--- config.mk ---
export PLATFORM = sky130hd
export DESIGN_NAME = stream_run_ctl
export DESIGN_NICKNAME = d
export VERILOG_FILES = /design/src/rtl/stream_run_ctl.sv
export SDC_FILE = /design/constraint.sdc
export NUM_CORES = 1
export LEC_CHECK = 0
export BUFFER_PORTS_ARGS = -buffer_cell sky130_fd_sc_hd__buf_2
export CELL_PAD_IN_SITES_DETAIL_PLACEMENT = 1
export CELL_PAD_IN_SITES_GLOBAL_PLACEMENT = 2
export CORE_ASPECT_RATIO = 0.8
export CORE_UTILIZATION = 26
export CTS_CLUSTER_DIAMETER = 120
export DETAILED_ROUTE_END_ITERATION = 10
export HOLD_SLACK_MARGIN = 0.08
export PLACE_DENSITY_LB_ADDON = 0.25
export SYNTH_ARGS = -nofsm -noshare
export SYNTH_HDL_FRONTEND = slang
export SYNTH_SLANG_ARGS = --single-unit
--- constraint.sdc ---
create_clock -name clk -period 3.4 [get_ports clk]
set_input_delay 0.68 -clock clk [delete_from_list [all_inputs] [get_ports clk]]
set_output_delay 0.68 -clock clk [all_outputs]
set_load 0.01 [all_outputs]
--- src/rtl/stream_run_ctl.sv ---
module stream_run_ctl #(
  parameter int DEPTH = 4,
  parameter bit IS_TX = 1'b1,
  localparam int LW = $clog2(DEPTH + 1)
) (
  input  logic          clk,
  input  logic          rst_n,
  input  logic          cmd_req,
  input  logic [2:0]    cmd_op,
  input  logic          cfg_req,
  input  logic          cfg_rate_zero,
  input  logic [LW-1:0] q_level,
  input  logic          blk_end,
  input  logic          xrun,
  input  logic          rd_req,
  output logic [2:0]    state,
  output logic          run_en,
  output logic          flush,
  output logic          cmd_err,
  output logic          wr_ready,
  output logic          rd_err
);

  localparam logic [2:0] S_IDLE = 3'd0, S_RDY = 3'd1, S_RUN = 3'd2,
                         S_STOP = 3'd3, S_ERR = 3'd4;
  localparam logic [2:0] OP_START = 3'd0, OP_STOP = 3'd1, OP_DRAIN = 3'd2,
                         OP_DROP = 3'd3, OP_PREP = 3'd4;
  localparam logic [LW-1:0] FULL = LW'(DEPTH);

  logic [2:0] st_n;
  logic       drain_q, drain_n, err_n, flush_n;
  logic       streaming;

  assign streaming = (state == S_RUN) || (state == S_STOP);

  always_comb begin
    st_n    = state;
    drain_n = drain_q;
    err_n   = 1'b0;
    flush_n = 1'b0;
    if (cmd_req) begin
      case (cmd_op)
        OP_START:
          if (state == S_RDY && (!IS_TX || q_level != '0)) st_n = S_RUN;
          else err_n = 1'b1;
        OP_STOP, OP_DRAIN:
          if (state == S_RUN) begin
            st_n    = S_STOP;
            drain_n = (cmd_op == OP_DRAIN) && IS_TX;
          end else err_n = 1'b1;
        OP_DROP:
          if (state != S_IDLE) begin
            st_n    = S_RDY;
            flush_n = 1'b1;
          end else err_n = 1'b1;
        OP_PREP:
          if (state == S_ERR) st_n = S_RDY;
          else err_n = 1'b1;
        default: err_n = 1'b1;
      endcase
    end else if (cfg_req) begin
      if (state == S_IDLE || state == S_RDY) st_n = cfg_rate_zero ? S_IDLE : S_RDY;
      else err_n = 1'b1;
    end else if (xrun && streaming) begin
      st_n = S_ERR;
    end else if (state == S_STOP && (drain_q ? (q_level == '0) : blk_end)) begin
      st_n = S_RDY;
    end
  end

  always_ff @(posedge clk or negedge rst_n) begin
    if (!rst_n) begin
      state   <= S_IDLE;
      drain_q <= 1'b0;
      cmd_err <= 1'b0;
      flush   <= 1'b0;
    end else begin
      state   <= st_n;
      drain_q <= drain_n;
      cmd_err <= err_n;
      flush   <= flush_n;
    end
  end

  assign run_en   = streaming;
  assign wr_ready = (state == S_RDY || state == S_RUN) && (q_level < FULL);
  assign rd_err   = rd_req && (state == S_IDLE || (state == S_ERR && q_level == '0));

  AST_RUN_NEEDS_START: assert property (@(posedge clk) disable iff (!rst_n)
    $rose(run_en) |-> ($past(cmd_req) && $past(cmd_op) == OP_START));
  AST_FLUSH_LANDS_READY: assert property (@(posedge clk) disable iff (!rst_n)
    flush |-> (state == S_RDY && $past(cmd_req) && $past(cmd_op) == OP_DROP));
  AST_ERR_ENTRY_XRUN: assert property (@(posedge clk) disable iff (!rst_n)
    (state == S_ERR && $past(state) != S_ERR) |-> $past(xrun));
  AST_ERR_EXIT_CMD: assert property (@(posedge clk) disable iff (!rst_n)
    ($past(state) == S_ERR && state != S_ERR) |->
      ($past(cmd_req) && ($past(cmd_op) == OP_PREP || $past(cmd_op) == OP_DROP)));
  AST_ILLEGAL_HOLDS: assert property (@(posedge clk) disable iff (!rst_n)
    cmd_err |-> $stable(state));

endmodule

## Yosys cells after proc, flatten, opt, wreduce, memory -nomap -nowiden

Cells that the tools add are included.

- Bits of input ports: 14
- Memories: 0
- Word-level logic and storage cells: 61
- Output and inout bits: 8
- Latch bits: 0
- Memory bits (read-only): 0
- Bits in registers: 6
- Memory bits (writable): 0

- Div/mod/pow operators: 0
- Bitwise logic cells: 0
- Reduce and logical (&&, ||, !) cells: 19
- Shift-type cells: 0
- Mux-type cells: 23
- Eq/ne operators: 14
- Multipliers: 0
- Magnitude comparators: 1
- Add/sub/neg operators: 0

Operators by type and width:

| kind | count |
|---|---|
| 2-to-1 mux 3 bit | 9 |
| == test 3 x 2 -> 1 bit (second input constant) | 4 |
| 2-to-1 mux 1 bit | 12 |
| inequality test 3 bit (second input constant) | 4 |
| case mux 3 bit (4 select lines) | 1 |
| zero test 3 bit | 3 |
| AND reduction 7 bit | 1 |
| == test 3 x 1 -> 1 bit (second input constant) | 2 |
| == test 3 bit (second input constant) | 2 |
| logical AND 1 bit | 6 |
| nonzero test 3 bit | 2 |
| inequality test 5 x 1 -> 1 bit (second input constant) | 1 |
| logical OR 1 bit | 4 |
| case mux 1 bit (4 select lines) | 1 |
| nonzero test 4 bit | 1 |
| less-than comparator 3 bit (second input constant) | 1 |
| inequality test 3 x 2 -> 1 bit (second input constant) | 1 |
| AND reduction 3 bit | 1 |
| OR reduction 2 bit | 1 |

## Depth between registers and ports, before layout

Gate-level depths: netlist of the first run.

- Word-level depth: 7
- Depth in mapped cells: 6
- Depth with buffers taken out: 5

## Worst setup path before layout of the first run

OpenSTA, ideal clock, no wires.

- Path type: input to register
- Start point: input cmd_op[2]
- End point: register state[1]
- Data required time: 3.258 ns
- Path slack: 1.494 ns
- Stages on the path: 6
- Path buffers: 1
- Library setup time: 0.142 ns
- Arrival time: 1.764 ns
- Cells stage by stage: buf_6 or4b_4 o22ai_2 o21ai_0 nor2_1 o32ai_2

- Cells in the longest elaborated chain, start to end: 4
- Elaborated cells between the ends (all ways): 14
- Classes of those cells: eq/ne: 9; mux: 2; reduce/logical: 3

RTL lines:

| item | RTL line | text |
|---|---|---|
| from (decl) | 9 | `input logic [2:0] cmd_op,` |
| == test 3 x 2 -> 1 bit / == test 3 x 1 -> 1 bit (equally long branches) | 42 | `case (cmd_op)` |
| OR reduction 2 bit | 42 |  |
| inequality test 5 x 1 -> 1 bit (no line) (tied with other cells) | -- |  |
| AND reduction 7 bit (no line) / 2-to-1 mux 3 bit (equally long branches) | -- |  |
| to (signal assigned) | 78 | `state <= st_n;` |
| to (decl) | 16 | `output logic [2:0] state,` |

Several ways; a longest one is shown, not always the timed one.
A chain may end at the register's enable or synchronous reset.

## Final worst setup path of the first run

- Start point: input q_level[2]
- End point: output rd_err

- Cells in the longest elaborated chain, start to end: 4

RTL lines:

| item | RTL line | text |
|---|---|---|
| from (decl) | 12 | `input logic [LW-1:0] q_level,` |
| zero test 3 bit | 87 | `assign rd_err = rd_req && (state == S_IDLE \|\| (state == S_ERR && q_level == '0));` |
| logical AND 1 bit | 87 |  |
| logical OR 1 bit | 87 |  |
| logical AND 1 bit | 87 |  |
| to (decl) | 21 | `output logic rd_err` |

Every way passes these cells.

==> impl_metrics.py, run 1 <==
metrics = {
    "worst_hold_path": {
        "min_path_type": "primary input to async pin",
    },
    "global_routing": {
        "grt_pass1_vias": 527,
        "antenna_found_initial": 0,
        "grt_pass1_wl_um": 2480,
        "grtUsageMet2_pct": 23.6,
        "use_met3_pct": 3.30,
        "grt_max_degree": 15,
        "grtUsageMet1_pct": 22.1,
        "busiest_layer": "met2",
        "overflow": 0,
        "gr-usage-all-layers_pct": 15.9,
    },
    "power_and_ir_drop": {
        "vdd_ir_drop_max_v": 0.000181,
        "leakage_nw": 0.300,
        "power_density_mw_per_mm2": 495,
    },
    "logic_synthesis": {
        "yosys.area.top_type_share_pct": 29.6,
        "syn_avg_cell_area_um2": 7.92,
        "syn_area_um2": 507,
        "yosysTopAreaCell": "dfrtp_1",
        "synth_cell_type_count": 26,
        "synth-seq-cells": 6,
        "ys_top_cells_by_area": "dfrtp_1 30%, a21oi_1 7.9%, nand2_1 6.7%",
        "syn_nets": 78,
        "ys_seq_area_share_pct": 29.6,
        "synthCells": 64,
        "ys_warn_count": 0,
    },
    "setup_path": {
        "slowest_stage": "nor3_1",
        "critPathMostFrequentCell": "buf_2",
        "regToRegEndpoint": "state[1]$_DFFE_PN0P_",
        "max_stage_delay_ps": 370,
        "cp_num_buf_inv": 2,
        "cp.arrival_ps": 1450,
        "r2r_cells": 5,
        "rrSetupSlack_ps": 1600,
        "startpoint": "q_level[2]",
        "cp_top_family": "simple AND/OR/NAND/NOR gates",
        "path_cells": "buf_2, nor3_1, o211a_1, buf_2",
        "rr_startpoint": "state[2]$_DFFE_PN0P_",
        "crit_type": "primary input to output pin",
        "start_kind": "primary input",
        "cp.required_ps": 2720,
        "cp_max_fo": 3,
        "endpoint_kind": "output pin",
    },
    "placement": {
        "dp_cells": 103,
        "portBuffers": 21,
        "dp_hpwl_um": 1170,
        "gp_congestion": 0.768,
        "dp_slack_ps": 1260,
    },
    "timing": {
        "fin_crit_sh_pct": 62.8,
        "rsz0062_at_grt": "no",
        "finalCriticalPeriod_ps": 2130,
        "setup_viol": 0,
        "final_max_slew_viol_count": 0,
        "tns_ps": 0,
        "finalHoldViolCount": 0,
        "fin_skew_ps": 3.27,
        "setup_slack_ps": 1270,
        "tightest_slew_ps": 548,
        "whs_ps": 252,
        "fmax_mhz": 469,
        "relSlewSlack_pct": 62.5,
    },
    "run_status": {
        "status": "finished, final reports clean",
    },
    "detailed_routing": {
        "drt_wl_total_um": 1480,
        "drt_first_iter_violations": 4,
        "firstDrtPassIters": 4,
        "drc": 0,
        "ant_nets": 0,
        "vias": 552,
        "wl_per_cell_um": 14.0,
        "vias_per_cell": 5.21,
    },
    "clock_network": {
        "cts_sinks": 6,
        "clock_latency_ps": 240,
        "cts_buffers": 3,
        "cts_buffer_depth": 2,
        "cts_setup_buffers": 0,
        "cts_root_buf": "clkbuf_4",
        "cts_resized": 0,
        "cts_max_level": 1,
        "clkSlewWorstSetupHoldPaths_ps": 40,
        "hold_buffers": 0,
        "cts_tree": "yes",
    },
    "die": {
        "core-area_mm2": 0.00172,
        "dieArea_mm2": 0.00213,
        "die_w_um": 51.4,
        "start_util_pct": 29.4,
        "num_rows": 13,
        "die-height_um": 41.5,
        "ios": 22,
    },
    "final_layout": {
        "drive_gt1_share_pct": 34.5,
        "layout.nets": 100,
        "syn_to_final_growth_pct": 23.7,
        "stdcell_count": 106,
        "nFillCells": 234,
        "antenna_cells": 0,
    },
    "run": {
        "maxCapViolCount": 0,
    },
}
-- Yosys cell counts, drive strengths merged --
master,instances
nand2,9
nor2,9
a21oi,8
dfrtp,6
buf,4
inv,4
o21ai,4
nor3,3
o22ai,3
or4b,2
a2111oi,1
a211oi,1
a311oi,1
and4,1
nor2b,1
o211a,1
o211ai,1
o21a,1
o32ai,1
o41ai,1
or3b,1
xnor2,1
-- cells by family (layout without fill, tap and decap cells) --
| family | count (synthesis) | after routing | share of synthesized area (%) |
|---|---|---|---|
| xor gates and xnor gates | 1 | 1 | 1.73 |
| buffers and inverters | 8 | 28 | 9.87 |
| AOI/OAI and AO/OA | 23 | 23 | 32.8 |
| DFF | 6 | 6 | 29.6 |
| and+or+nand+nor | 26 | 26 | 25.9 |
-- how the worst max path moves through the flow --
| stage | end | depth (start not counted) |
|---|---|---|
| CTS | rd_err | 4 |
| global placement | rd_err | 4 |
| finish | rd_err | 4 |
| global route | rd_err | 4 |
| detailed placement | rd_err | 4 |
| floorplan | state[1]$_DFFE_PN0P_ | 6 |
-- placed cells by master (no fill, tap or decap) --
cell       netlist  layout
nor2b_1          1       1
or3b_1           1       1
or4b_1           1       1
a21oi_1          8       8
o211a_1          1       1
and4_2           1       1
xnor2_1          1       1
o22ai_2          2       2
dfrtp_1          6       6
inv_1            4       4
or4b_4           1       1
o22ai_1          1       1
clkbuf_4         0       3
a2111oi_0        1       1
nor3_1           3       3
nand2_1          9       9
a211oi_1         1       1
o211ai_1         1       1
nor2_1           9       9
o32ai_2          1       1
o21a_1           1       1
o41ai_1          1       1
a311oi_1         1       1
buf_2            1      21
o21ai_0          4       4
-- registers in the layout (all words and copies together) (netlist names) --
register	cells
state	3
cmd_err	1
drain_q	1
flush	1
-- report_power, final --
group          total [mW]  leakage (nW)  internal (mW)  switching (mW)
clock network      0.0636        0.0138         0.0398          0.0238
logic               0.131         0.209         0.0634          0.0674
registers           0.116        0.0773         0.0833          0.0327
-- layout make-up --
type	instances	area, um2	area share [%]
multi-input combinational	50	307	48.9
sequential	6	150	24.0
timing repair buffer	21	105	16.8
tap	22	27.5	4.39
clock buffer	3	22.5	3.59
inverter	4	15.0	2.40
-- per-layer routing --
layer  vias to the layer above  share of wire [%]
li1                        274                  -
met1                       257                 51
met2                        19                 43
met3                         2                5.3
met4                         0               0.54
met5                         -                  0
-- per-stage QoR --
step | utilization [%] | area, um2 | power [mW]
finish | 36.4 | 627 | 0.310
global route | 36.4 | 627 | 0.336
CTS | 36.4 | 627 | 0.317
detailed placement | 35.1 | 604 | 0.251
global placement | 35.1 | 604 | 0.248
floorplan | - | 507 | 0.206
-- worst register-to-register path, cell delays in order, from the launching register on --
cell     delay [ps]
dfrtp_1         530
or4b_4          580
o22ai_2         160
o21ai_0         150
nor2_1          140
o32ai_2          90
(Power assumes the default switching activity.)
==> run 2: changes to the inputs <==
CORE_UTILIZATION = 24   (was 26)
clock period = 2.1 ns   (was 3.4 ns; I/O delays follow)
==> run 2 against run 1 <==
Effect of this change:
- die area grew 8.0%
- final cell count grew 5.7%
- register-to-register slack worse by 1200 ps
- utilization fell by 2.0 points
- setup slack got worse by 940 ps
- sequential cell count unchanged
- design area rose by 5.6%
- routed wire length up 2.8%
- critical path type is now flop to output pin
- critical endpoint unchanged
- worst hold slack gained 160 ps
==> impl_metrics.py, run 2 (synthesis results as in run 1) <==
metrics = {
    "power_and_ir_drop": {
        "vdd_ir_drop_max_v": 0.000324,
        "leakage_nw": 0.320,
        "finalPower_mw": 0.533,
        "power_density_mw_per_mm2": 805,
    },
    "placement": {
        "portBuffers": 21,
        "gp_congestion": 0.792,
        "dp_hpwl_um": 1240,
        "place_area_um2": 629,
    },
    "timing": {
        "fin_skew_ps": 4.22,
        "tightest_slew_ps": 637,
        "finalHoldViolCount": 0,
        "tns_ps": 0,
        "final_max_slew_viol_count": 0,
        "setup_viol": 0,
        "whs_ps": 416,
        "rsz0062_at_grt": "no",
        "fin_crit_sh_pct": 84.7,
        "fmax_mhz": 563,
        "relSlewSlack_pct": 56.4,
        "finalCriticalPeriod_ps": 1780,
    },
    "die": {
        "ios": 22,
        "die-height_um": 43.1,
        "start_util_pct": 26.3,
        "num_rows": 14,
        "dieArea_mm2": 0.00230,
        "core-area_mm2": 0.00193,
        "die_w_um": 53.4,
    },
    "global_routing": {
        "overflow": 0,
        "grt_pass1_wl_um": 2500,
        "gr-usage-all-layers_pct": 15.7,
        "grt_max_degree": 11,
        "grt_pass1_vias": 515,
        "antenna_found_initial": 0,
    },
    "final_layout": {
        "regMostFlops": "state",
        "layout.nets": 104,
        "antenna_cells": 0,
        "largest_reg_flops": 3,
        "drive_gt1_share_pct": 36.4,
        "syn_to_final_growth_pct": 30.6,
        "fin_area_um2": 662,
        "final_common_cell": "buf_2",
        "layout_common_cells": "21 x buf_2, 9 x nor2_1, 9 x nand2_1",
    },
    "clock_network": {
        "clkSlewWorstSetupHoldPaths_ps": 50,
        "cts_resized": 0,
        "hold_buffers": 1,
        "cts_buffers": 3,
        "cts_max_level": 1,
        "cts_tree": "yes",
        "cts_setup_buffers": 0,
        "cts_sinks": 6,
        "cts_buffer_depth": 2,
        "cts_root_buf": "clkbuf_4",
        "clock_latency_ps": 250,
    },
    "detailed_routing": {
        "drt_first_iter_violations": 6,
        "vias_per_cell": 4.96,
        "ant_nets": 0,
        "firstDrtPassIters": 3,
        "vias": 555,
        "wl_per_cell_um": 13.6,
        "drt_wl_total_um": 1520,
        "drc": 0,
    },
    "setup_path": {
        "rr_startpoint": "state[2]$_DFFE_PN0P_",
        "endpoint_kind": "output pin",
        "rrSetupSlack_ps": 430,
        "startpoint": "state[2]$_DFFE_PN0P_",
        "start_kind": "flop",
        "cp.arrival_ps": 1360,
        "regToRegEndpoint": "state[1]$_DFFE_PN0P_",
        "r2r_cells": 5,
        "crit_type": "flop to output pin",
        "cp_max_fo": 8,
        "cp.required_ps": 1680,
        "endpoint": "rd_err",
    },
    "worst_hold_path": {
        "min_path_type": "primary input to flop",
        "min_path_cells": 2,
    },
    "run_status": {
        "status": "finished, final reports clean",
    },
    "run": {
        "maxCapViolCount": 0,
    },
}
-- run 2: changes by cell type in the layout (fill, tap and decap cells not counted) --
cell and delta:
dlygate4sd3_1 +1, buf_4 +3
-- run 2: cell type report --
class                   count  area [um2]
multi-input cells          50         307
fillers                   251        1260
well taps                  24        30.0
flip-flops and latches      6         150
clock buffers               3        22.5
inverters                   4        15.0
repair buffers             25         138
-- run 2: worst max-delay path: stages, from the launching register on --
cell,delay (ps)
dfrtp_1,460
buf_4,200
inv_1,90
o211a_1,230
buf_2,130
-- run 2: worst min-delay path by stage --
stage,start,to,slack (ps)
2_1_floorplan,rst_n,cmd_err$_DFF_PN0_,120
3_3_place_gp,rst_n,drain_q$_DFFE_PN0P_,250
3_5_place_dp,rst_n,state[1]$_DFFE_PN0P_,260
4_1_cts,cmd_req,state[2]$_DFFE_PN0P_,410
5_1_grt,cmd_req,state[2]$_DFFE_PN0P_,420
6_report,cmd_req,state[2]$_DFFE_PN0P_,420
-- run 2: per-layer routing --
metal | track usage [%] | part of all wire [%] | up-vias
met5 | 0 | 0 | -
met1 | 22.1 | 52 | 254
met2 | 22.5 | 43 | 20
met4 | 3.16 | 0 | 0
li1 | - | - | 281
met3 | 5.73 | 5.1 | 0
-- run 2: stage by stage --
stage / utilization [%] / setup slack [ps] / std cells
2_1_floorplan: - / 454 / 64
3_3_place_gp: 32.7 / 283 / 108
3_5_place_dp: 32.7 / 287 / 108
4_1_cts: 34.4 / 314 / 112
5_1_grt: 34.4 / 246 / 112
6_report: 34.4 / 322 / 112
-- run 2: where the power goes --
group / internal (mW) / switching, mW
sequential: 0.135 / 0.0322
combinational: 0.122 / 0.135
clock: 0.0647 / 0.0431
==> run 3: changes to the inputs <==
ABC_AREA = 1   (was default)
CORE_UTILIZATION = 20   (was 24)
clock period = 1.6 ns   (was 2.1 ns; I/O delays follow)
==> run 3 against run 2 <==
Effect of this change:
- combinational power is 36% higher
- die area is 26% higher
- non-clock buffer count is 1 higher
- register-to-register slack worse by 260 ps
- synthesized cell count is 34% higher
- final cell count is 35% higher
- worst hold slack worse by 92 ps
- largest cell class unchanged
- largest power group unchanged
- highest routed layer unchanged
==> impl_metrics.py, run 3 <==
metrics = {
    "detailed_routing": {
        "wl_per_cell_um": 11.1,
        "drt_wl_total_um": 1670,
        "routed.top_layer": "met3",
        "drc": 0,
        "ant_nets": 0,
        "vias": 656,
        "dr_wl_met2_um": 714,
        "wl_met1_um": 888,
        "drt_first_iter_violations": 16,
        "vias_per_cell": 4.34,
        "firstDrtPassIters": 4,
        "wl_met3_um": 69,
    },
    "placement": {
        "dp_hpwl_um": 1350,
        "dp_slack_ps": 112,
        "portBuffers": 21,
        "gp_congestion": 0.761,
    },
    "clock_network": {
        "cts_max_level": 1,
        "clkSlewWorstSetupHoldPaths_ps": 50,
        "cts_sinks": 6,
        "cts_tree": "yes",
        "cts_root_buf": "clkbuf_4",
        "clock_latency_ps": 250,
        "cts_buffer_depth": 2,
        "cts_buffers": 3,
    },
    "logic_synthesis": {
        "ys_warn_count": 0,
        "synth_cell_type_count": 19,
        "syn_nets": 100,
        "yosysTopAreaCell": "dfrtp_1",
        "synth_top_family_by_area": "simple AND/OR/NAND/NOR gates",
        "synthMuxAreaShare_pct": 0,
        "synth-seq-cells": 6,
        "ys_async_sr_fraction_pct": 100,
        "synthCells": 86,
        "synth-compound-area-share_pct": 10.5,
        "ys_seq_area_share_pct": 28.0,
        "synth_edf_count": 0,
        "synth_most_common_cell": "nand2_1",
        "synthAdderAreaFrac_pct": 0,
        "synth_simple_gate_area_share_pct": 53.0,
        "ys.flop_type": "dfrtp_1",
        "yosys.area.top_type_share_pct": 28.0,
        "synth-xor-area-share_pct": 0,
        "syn_area_um2": 536,
        "ys_top_cells_by_area": "dfrtp_1 28%, nand2_1 16%, nand3_1 13%",
        "synth_common_cells": "23 x nand2_1, 14 x nand3_1, 9 x nor2_1, 6 x dfrtp_1, 6 x inv_1",
        "syn_avg_cell_area_um2": 6.23,
    },
    "final_layout": {
        "final_common_cell": "nand2_1",
        "regMostFlops": "state",
        "finish.utilization_pct": 30.7,
        "layout_common_cells": "22 x nand2_1, 21 x buf_2, 14 x nand3_1",
        "antenna_cells": 0,
        "syn_to_final_growth_pct": 42.3,
        "drive_gt1_share_pct": 42.6,
        "layout.nets": 131,
        "largest_reg_flops": 3,
    },
    "timing": {
        "fin_skew_ps": 3.94,
        "finalHoldViolCount": 0,
        "rsz0062_at_grt": "no",
        "fin_crit_sh_pct": 94.9,
        "finalCriticalPeriod_ps": 1520,
        "relSlewSlack_pct": 75.4,
        "final_max_slew_viol_count": 0,
        "whs_ps": 324,
        "setup_slack_ps": 82.3,
        "tns_ps": 0,
        "fmax_mhz": 659,
        "setup_viol": 0,
        "tightest_slew_ps": 366,
    },
    "setup_path": {
        "max_stage_delay_ps": 410,
        "r2r_cells": 8,
        "path_cells": "buf_4, nor2_1, o21a_1, buf_2",
        "rrSetupSlack_ps": 170,
        "rr_startpoint": "state[2]$_DFFE_PN0P_",
        "endpoint_kind": "output pin",
        "regToRegEndpoint": "state[0]$_DFFE_PN0P_",
        "start_kind": "flop",
        "crit_type": "flop to output pin",
        "cp.required_ps": 1280,
        "slowest_stage": "dfrtp_2",
        "cp_max_fo": 7,
        "cp.arrival_ps": 1200,
    },
    "die": {
        "core-area_mm2": 0.00248,
        "ios": 22,
        "start_util_pct": 21.6,
        "num_rows": 16,
        "die-height_um": 48.3,
        "die_w_um": 59.9,
        "dieArea_mm2": 0.00289,
    },
    "power_and_ir_drop": {
        "clockPowerShare_pct": 20.0,
        "power_density_mw_per_mm2": 932,
        "p_switching_mw": 0.298,
        "leakage_nw": 0.414,
        "pwr-share-seq_pct": 30.4,
        "vdd_ir_drop_max_v": 0.000322,
        "combPwrFrac_pct": 49.6,
        "finalPower_mw": 0.710,
        "p_int_mw": 0.412,
        "p_sw_share_pct": 42.0,
    },
    "global_routing": {
        "overflow": 0,
        "grt_pass1_vias": 610,
        "gr-usage-all-layers_pct": 13.3,
        "antenna_found_initial": 0,
        "grt_pass1_wl_um": 2730,
        "grt_max_degree": 9,
    },
    "worst_hold_path": {
        "worstHoldStart": "cmd_op[0]",
        "min_path_cells": 2,
        "min_to": "drain_q$_DFFE_PN0P_",
        "min_path_type": "primary input to flop",
    },
    "run_status": {
        "status": "finished, final reports clean",
    },
    "run": {
        "maxCapViolCount": 0,
    },
}
==> run 3: final cells by class <==
cell class                      count  area [um2]
Timing Repair Buffer               26         145
Fill cell                         352        1720
Sequential cell                     6         154
Multi-Input combinational cell     68         348
Inverter                           12        47.5
Tap cell                           36        45.0
Clock buffer                        3        22.5
==> run 3: through the flow <==
step           cell area, um2  std cells
5_1_grt                   762        151
4_1_cts                   746        150
2_1_floorplan             536         86
3_3_place_gp              686        143
3_5_place_dp              686        143
6_report                  762        151
==> run 3: logic make-up (layout without fill, tap and decap cells) <==
kind of cell,Yosys count,in the layout
AOI/OAI and AO/OA,9,9
buffers and inverters,12,41
and+or+nand+nor,59,59
DFF,6,6
==> run 3: critical path: cells and delay by family, from the launching register on <==
| kind | cells | cell delay (ps) |
|---|---|---|
| AND/OR/NAND/NOR | 1 | 130 |
| flip-flops | 1 | 410 |
| buffers and inverters | 2 | 280 |
| AO/OA/AOI/OAI | 1 | 130 |
==> run 3: worst max-delay path by stage <==
stage	startpoint	slack, ps	endpoint
6_report	state[2]$_DFFE_PN0P_	80	wr_ready
4_1_cts	state[1]$_DFFE_PN0P_	30	wr_ready
3_5_place_dp	state[2]$_DFFE_PN0P_	110	wr_ready
5_1_grt	state[1]$_DFFE_PN0P_	3	wr_ready
2_1_floorplan	state[2]$_DFFE_PN0P_	290	wr_ready
3_3_place_gp	state[2]$_DFFE_PN0P_	80	wr_ready
==> run 3: repair_timing <==
action,4_1_cts,5_1_grt
resized for setup,4,4
setup endpoints to repair,1,1
endpoints found under the hold margin,6,0
setup buffers,3,1
pin swaps,0,0
hold buffers,1,0
==> run 3: layer usage <==
layer | GRT usage [%] | vias up
li1 | - | 338
met1 | 17.4 | 300
met2 | 22.0 | 18
met3 | 3.98 | 0
met4 | 2.79 | 0
met5 | 0 | -
==> run 3: power by group through the flow <==
stage / logic (mW) / registers (mW) / clock network [mW]
floorplan: 0.180 / 0.224 / 0
global placement: 0.294 / 0.223 / 0
detailed placement: 0.294 / 0.222 / 0
CTS: 0.333 / 0.213 / 0.148
global route: 0.398 / 0.221 / 0.159
finish: 0.352 / 0.216 / 0.142
